File: src/rtl/rsfPkg.sv
package rsfPkg;
  localparam int FLAG_W   = 8;
  localparam int EVT_W    = FLAG_W - 1;
  localparam int WAKE_BIT = FLAG_W - 1;

  typedef struct packed {
    logic [FLAG_W-1:0] setMask;
    logic [FLAG_W-1:0] clrMask;
    logic              clearAll;
    logic              enLoad;
  } flagStrobe_t;
endpackage

File: src/rtl/rsfCtrl.sv
module rsfCtrl
  import rsfPkg::*;
(
  input  logic              softReset,
  input  logic              sleepMode,
  input  logic              busActivity,
  input  logic [EVT_W-1:0]  eventIn,
  input  logic [EVT_W-1:0]  causeIn,
  input  logic              wrFlagEn,
  input  logic              wrEnableEn,
  input  logic [FLAG_W-1:0] wrData,
  output flagStrobe_t       strb,
  output logic [FLAG_W-1:0] guardVec
);
  logic wakeCause;
  logic [FLAG_W-1:0] setVec;
  logic [FLAG_W-1:0] clrVec;

  assign wakeCause = sleepMode & busActivity;

  for (genvar k = 0; k < FLAG_W; k++) begin : g_bit
    if (k == WAKE_BIT) begin : g_wake
      assign setVec[k]   = wakeCause;
      assign guardVec[k] = wakeCause;
    end else begin : g_evt
      assign setVec[k]   = eventIn[k];
      assign guardVec[k] = causeIn[k];
    end
    // a one clears only while the cause is gone; a zero never clears
    assign clrVec[k] = wrFlagEn & wrData[k] & ~guardVec[k];
  end

  always_comb begin
    strb.setMask  = setVec;
    strb.clrMask  = clrVec;
    strb.clearAll = softReset;
    strb.enLoad   = wrEnableEn;
  end
endmodule

File: src/rtl/rsfDatapath.sv
module rsfDatapath
  import rsfPkg::*;
(
  input  logic              clk,
  input  logic              rstN,
  input  flagStrobe_t       strb,
  input  logic [FLAG_W-1:0] wrData,
  output logic [FLAG_W-1:0] flagQ,
  output logic [FLAG_W-1:0] enableQ,
  output logic              irqReq
);
  for (genvar k = 0; k < FLAG_W; k++) begin : g_flag
    always_ff @(posedge clk or negedge rstN) begin
      if (!rstN)                 flagQ[k] <= 1'b0;
      else if (strb.clearAll)    flagQ[k] <= 1'b0;
      else if (strb.setMask[k])  flagQ[k] <= 1'b1;
      else if (strb.clrMask[k])  flagQ[k] <= 1'b0;
    end
  end

  always_ff @(posedge clk or negedge rstN) begin
    if (!rstN)            enableQ <= '0;
    else if (strb.enLoad) enableQ <= wrData;
  end

  assign irqReq = |(flagQ & enableQ);

  assert_set_sticks_R2: assert property (@(posedge clk) disable iff (!rstN)
    !strb.clearAll |=> ((flagQ & $past(strb.setMask)) == $past(strb.setMask)));

  assert_no_spurious_set_R2: assert property (@(posedge clk) disable iff (!rstN)
    !strb.clearAll |=> ((flagQ & ~$past(flagQ) & ~$past(strb.setMask)) == '0));

  assert_set_beats_clear_R6: assert property (@(posedge clk) disable iff (!rstN)
    (!strb.clearAll && ((strb.setMask & strb.clrMask) != '0)) |=>
      ((flagQ & $past(strb.setMask & strb.clrMask)) == $past(strb.setMask & strb.clrMask)));

  assert_soft_clear_R7: assert property (@(posedge clk) disable iff (!rstN)
    strb.clearAll |=> (flagQ == '0));

  assert_enable_hold_R8: assert property (@(posedge clk) disable iff (!rstN)
    !strb.enLoad |=> $stable(enableQ));
endmodule

File: src/rtl/rxStatusFlags.sv
module rxStatusFlags
  import rsfPkg::*;
(
  input  logic              clk,
  input  logic              rstN,
  input  logic              softReset,
  input  logic              sleepMode,
  input  logic              busActivity,
  input  logic [EVT_W-1:0]  eventIn,
  input  logic [EVT_W-1:0]  causeIn,
  input  logic              wrFlagEn,
  input  logic              wrEnableEn,
  input  logic [FLAG_W-1:0] wrData,
  output logic [FLAG_W-1:0] flagRd,
  output logic [FLAG_W-1:0] enableRd,
  output logic              irqReq
);
  flagStrobe_t       strb;
  logic [FLAG_W-1:0] guardVec;

  rsfCtrl u_ctrl (
    .softReset  (softReset),
    .sleepMode  (sleepMode),
    .busActivity(busActivity),
    .eventIn    (eventIn),
    .causeIn    (causeIn),
    .wrFlagEn   (wrFlagEn),
    .wrEnableEn (wrEnableEn),
    .wrData     (wrData),
    .strb       (strb),
    .guardVec   (guardVec)
  );

  rsfDatapath u_dp (
    .clk    (clk),
    .rstN   (rstN),
    .strb   (strb),
    .wrData (wrData),
    .flagQ  (flagRd),
    .enableQ(enableRd),
    .irqReq (irqReq)
  );

  assert_clear_guard_R5: assert property (@(posedge clk) disable iff (!rstN)
    !softReset |=> ((flagRd & $past(guardVec & flagRd)) == $past(guardVec & flagRd)));

  assert_wake_gate_R3: assert property (@(posedge clk) disable iff (!rstN)
    (!$past(flagRd[WAKE_BIT]) && flagRd[WAKE_BIT]) |-> $past(sleepMode && busActivity));
endmodule

File: config.mk
export PLATFORM = sky130hd
export DESIGN_NAME = rxStatusFlags
export DESIGN_NICKNAME = d
export VERILOG_FILES = /design/src/rtl/rsfPkg.sv /design/src/rtl/rsfCtrl.sv /design/src/rtl/rsfDatapath.sv /design/src/rtl/rxStatusFlags.sv
export SDC_FILE = /design/constraint.sdc
export NUM_CORES = 1
export LEC_CHECK = 0
export BUFFER_PORTS_ARGS = -buffer_cell sky130_fd_sc_hd__buf_2
export CAP_MARGIN = 20
export CORE_UTILIZATION = 40
export CTS_CLUSTER_SIZE = 30
export DETAILED_ROUTE_END_ITERATION = 6
export PLACE_DENSITY = 0.81
export RECOVER_POWER = 100
export SLEW_MARGIN = 5
export SYNTH_ARGS = -nofsm -noshare
export SYNTH_HDL_FRONTEND = slang
export SYNTH_HIERARCHICAL = 1
export SYNTH_SLANG_ARGS = --single-unit
File: constraint.sdc
create_clock -name clk -period 0.85 [get_ports clk]
set_clock_uncertainty 0.2 [all_clocks]
set_input_delay 0.085 -clock clk [delete_from_list [all_inputs] [get_ports clk]]
set_output_delay 0.085 -clock clk [all_outputs]
set_load 0.03 [all_outputs]
==> impl_metrics.tcl, run 1 <==
set metrics [dict create \
    worst_slew_pin_slew_ns 0.392 \
    die_y_um 47.8 \
    crit_fanout 2 \
    rows 16 \
    finalSetupViolCount 33 \
    drive_above_1_share 0.774 \
    gr-usage-all-layers 0.216 \
    cts-buffers-inserted 3 \
    critPathTopFamily "flip-flops" \
    overflow 0 \
    routedWlPerCell_um 17.1 \
    p_per_area_nw_per_um2 1480 \
    grt_use_met3 0.0264 \
    start_util 0.427 \
    period_minus_slack_ns 1.52 \
    min_path_cells 3 \
    clk_pin_slew_ns 0.10 \
    crit_path_start_kind "register" \
    clock.fmax_ghz 0.657 \
    grt_use_met1 0.255 \
    num_io_pins 46 \
    violations "hold timing, setup timing" \
    slowest_stage "dfrtp_2" \
    vias 789 \
    slowest_delay_ns 0.44 \
    die-area_um2 2280 \
    antenna_found_initial 0 \
    power_uw 2130 \
    cts_buffer_depth 2 \
    htree_num_levels 1 \
    cts_tree "done" \
    drv_cap 0 \
    outcome "finished with violations" \
    core_um2 1960 \
    drt_iter0_drc 2 \
    holdWs_ns -0.183 \
    ant_nets 0 \
    grt_pass1_vias 731 \
    firstDrtPassIters 2 \
    crit_type "register to output port" \
    worstSetupEndpointType "output port" \
    synth_area_um2 838 \
    syn_area_per_cell_um2 10.1 \
    worstHoldEndpoint "u_dp/flagQ[5]" \
    syn2layout_area_growth_pct 72.2 \
    final_max_slew_viol_count 0 \
    nNetsFinal 168 \
    ys_warn_count 6 \
    crit_buf_inv 1 \
    antenna_cells 0 \
    hold_buffers 1 \
    fp.dieW_um 47.8 \
    grt_use_met2 0.370 \
    r2r_slack_ns -0.36 \
    io_buffers 45 \
    drc 0 \
    worst_r2r_endpoint "u_dp/enableQ[4]" \
    p_leak_uw 0.000714 \
    final_hold_viol_count 16 \
    grt_max_degree 17 \
    synthCells 83 \
    fin_crit_sh 1.79 \
    slew-limit-headroom 0.738 \
    finalWorstSetupSlack_ns -0.671 \
    vdd_drop_max_mv 0.959 \
    ff2ff_path_depth 3 \
    grt_first_pass_wirelength_um 3180 \
    fill_cells 137 \
    critical_path.cell_chain "a22oi_2 > nand4_1 > buf_6" \
    r2r_start "u_dp/enableQ[4]" \
    place_congestion 0.670 \
    clk_latency_ns 0.28 \
    top_usage_layer "met2" \
    hp-class "input pin to register" \
    rsz0062_at_grt "yes" \
    vias_per_cell 4.81 \
    min-delay-start "eventIn[5]" \
    totalWireLength_um 2800 \
    cts-root-buf "clkbuf_4" \
    hpwl_um 1420 \
    arrival_ns 1.24 \
    critPathRequiredTime_ns 0.56 \
    syn-num-nets 112 \
    cts.sinks 16 \
]
[cells in the final DEF (no fill, tap or decap)]
cell / n
dfrtp_2: 16
nand4_1: 1
nand2b_1: 2
nand2b_4: 6
a22oi_2: 4
nor2_1: 8
buf_4: 2
dlygate4sd3_1: 1
inv_1: 8
and2_1: 1
mux2_4: 8
clkbuf_4: 3
nand2_1: 8
a21oi_1: 2
a21oi_2: 6
clkbuf_2: 1
buf_2: 27
buf_6: 33
[metrics by stage]
step / setup WS [ns] / area [um2] / utilization / setup TNS (ns) / instances
floorplan: -0.424 / 858 / - / -2.77 / 83
global placement: -0.308 / 1110 / 0.567 / -4.01 / 154
detailed placement: -0.335 / 1110 / 0.567 / -4.26 / 154
CTS: -0.627 / 1330 / 0.679 / -9.63 / 160
global route: -0.703 / 1440 / 0.736 / -11.26 / 164
finish: -0.671 / 1440 / 0.736 / -10.62 / 164
[worst max path at each step]
stage                         start  slack [ns]  endpoint  depth (start not counted)
floorplan           u_dp/enableQ[6]       -0.42    irqReq                          2
global placement    u_dp/enableQ[6]       -0.31    irqReq                          3
detailed placement    u_dp/flagQ[4]       -0.34    irqReq                          3
CTS                 u_dp/enableQ[4]       -0.63    irqReq                          3
global route          u_dp/flagQ[2]       -0.70    irqReq                          3
finish                u_dp/flagQ[2]       -0.67    irqReq                          3
[flip-flops by register name, indices dropped and copies added (netlist names)]
register,cells
u_dp/enableQ,8
u_dp/flagQ,8
[power breakdown]
group          switching, uW  total, uW  internal [uW]  leakage (uW)
clock                    245        410            165     0.0000138
combinational            381        815            435      0.000523
sequential              70.3        907            837      0.000177
total                    696       2130           1440      0.000714
[worst min-delay path, cell delays in order]
cell,delay [ns]
buf_2,0.09
inv_1,0.04
a21oi_1,0.06
[layout make-up]
cell class	instances	area [um2]	share of cell area
Inverter	8	30.0	0.0208
Timing Repair Buffer	64	537	0.372
Tap cell	27	33.8	0.0234
Multi-Input combinational cell	46	400	0.277
Clock buffer	3	22.5	0.0156
Sequential cell	16	420	0.291
[layer usage]
| layer | share of wire | wire (um) |
|---|---|---|
| met1 | 0.38 | 1070 |
| met3 | 0.052 | 145 |
| met2 | 0.53 | 1490 |
| met5 | 0 | 0 |
| met4 | 0.034 | 94 |
[timing repair]
item                                    CTS  global route
pin swaps                                 3             4
resized for setup                        50            21
setup buffers                             6            10
endpoints found under the setup margin   33            33
endpoints found under the hold margin    32            16
(Power assumes the default switching activity.)
==> run 2: changes to the inputs <==
Settings changed: CELL_PAD_IN_SITES_DETAIL_PLACEMENT set to 0, CELL_PAD_IN_SITES_GLOBAL_PLACEMENT set to 1, CORE_ASPECT_RATIO set to 2, CORE_UTILIZATION 40 to 29.
==> run 2 against run 1 <==
Net effect:
- the run still ends with hold timing, setup timing left
- highest routed layer unchanged
- core utilization is 21 points lower
- clock-buffer cell count grew 1
- flip-flop and latch count unchanged
- sequential power shrank 2%
==> impl_metrics.tcl, run 2 (same netlist as run 1, synthesis figures left out) <==
set metrics [dict create \
    outcome "finished with violations" \
    violations "hold timing, setup timing" \
    reg.largest.list "u_dp/enableQ x8, u_dp/flagQ x8" \
    final_hold_viol_count 16 \
    rsz0062_at_grt "yes" \
    critical_path.cell_chain "a22oi_1 > nand4_1 > buf_6" \
    totalWireLength_um 2270 \
    slew-limit-headroom 0.766 \
    antenna_cells 0 \
    placedCellCount 159 \
    p_leak_uw 0.000717 \
    preCtsSetupSlack_ns -0.333 \
    min-delay-start "eventIn[1]" \
    fin_crit_sh 1.69 \
    worstSetupEndpointType "output port" \
    cts_tree "done" \
    cts_buffer_depth 2 \
    period_minus_slack_ns 1.44 \
    r2r_start "u_dp/enableQ[2]" \
    vdd_drop_max_mv 1.08 \
    final_core_util 0.525 \
    antenna_found_initial 0 \
    ant_nets 0 \
    num_io_pins 46 \
    start_util 0.306 \
    cts-buffers-inserted 3 \
    clk_pin_slew_ns 0.06 \
    cts-root-buf "clkbuf_8" \
    routedWlPerCell_um 13.7 \
    holdWs_ns -0.134 \
    hpwl_um 1670 \
    io_buffers 45 \
    fp.dieW_um 40.0 \
    core_um2 2740 \
    place_congestion 0.715 \
    final_max_slew_viol_count 0 \
    firstDrtPassIters 4 \
    crit_path_start "u_dp/flagQ[4]" \
    slowest_stage "dfrtp_2" \
    finalSetupViolCount 33 \
    cts.sinks 16 \
    p_per_area_nw_per_um2 1620 \
    seq_area_um2 420 \
    final_cell_mix "buf_6 (30), buf_2 (28), dfrtp_2 (16)" \
    grt_max_degree 17 \
    arrival_ns 1.15 \
    worst_slew_pin_slew_ns 0.352 \
    rows 27 \
    grt_pass1_vias 816 \
    clock.fmax_ghz 0.695 \
    drc 0 \
    drv_cap 0 \
    final.setup.tns_ns -9.20 \
    layout_commonest_cell "buf_6" \
    nNetsFinal 167 \
    vias 759 \
    slowest_delay_ns 0.40 \
    drt_iter0_drc 13 \
    syn2layout_area_growth_pct 71.5 \
    finalWorstSetupSlack_ns -0.588 \
    fin_cells 166 \
    vias_per_cell 4.57 \
    die_y_um 78.0 \
    die-area_um2 3120 \
    crit_fanout 2 \
    multi_input_area_um2 378 \
    critPathRequiredTime_ns 0.56 \
    crit_path_start_kind "register" \
    crit_type "register to output port" \
    clk_latency_ns 0.24 \
    fill_cells 248 \
    htree_num_levels 1 \
    hp-class "input pin to register" \
    hold_buffers 1 \
    overflow 0 \
    grt_first_pass_wirelength_um 3550 \
    drive_above_1_share 0.745 \
    gr-usage-all-layers 0.165 \
]
[run 2: cell types whose count changed in the layout (fill, tap and decap cells not counted), moves of 2 or more]
cell	before	now
a22oi_2	4	1
clkbuf_8	0	4
clkbuf_4	3	0
buf_6	33	30
buf_4	2	4
a22oi_1	0	3
[run 2: per-layer routing]
metal | part of all wire | global-route usage
met1 | 0.36 | 0.184
met2 | 0.58 | 0.279
met3 | 0.038 | 0.0169
met4 | 0.019 | 0.0931
met5 | 0 | 0
[run 2: report_power, final]
group | internal (uW) | switching (uW)
sequential | 838 | 50.7
clock | 411 | 254
combinational | 419 | 358
total | 1670 | 663
[run 2: layout make-up]
class | instances | share of cell area
multi-input cells | 46 | 0.263
well taps | 29 | 0.0252
clock buffers | 4 | 0.0383
repair buffers | 63 | 0.360
inverters | 8 | 0.0209
flip-flops and latches | 16 | 0.292
[run 2: through the flow]
stage / hold slack (ns) / area [um2] / total power (uW)
after floorplan: -0.411 / 858 / 1230
after global placement: -0.199 / 1140 / 1460
after detailed placement: -0.189 / 1140 / 1470
after CTS: -0.141 / 1360 / 2290
after global routing: -0.134 / 1440 / 2440
final: -0.134 / 1440 / 2330
[run 2: critical path, delay by kind of cell, from the launching register on]
kind	cells	cell delay [ns]
AOI/OAI and AO/OA	1	0.21
buffers and inverters	1	0.16
DFF	1	0.40
and+or+nand+nor	1	0.14
[run 2: worst paths after layout]
check	end	slack, ns	cells past startpoint
worst max-delay path	irqReq	-0.59	3
max in group asynchronous	u_dp/flagQ[4]	0.09	2
min in group asynchronous	u_dp/enableQ[4]	0.08	2
worst min-delay path	u_dp/flagQ[1]	-0.13	3
worst max register to register	u_dp/enableQ[2]	-0.38	3
worst min register to register	u_dp/flagQ[0]	0.38	2
[run 2: repair_timing]
| item | in CTS | in global routing |
|---|---|---|
| buffers inserted | 4 | 8 |
| pin swaps | 2 | 2 |
| setup endpoints to repair | 33 | 49 |
| resized for setup | 46 | 20 |
| endpoints found under the hold margin | 32 | 16 |
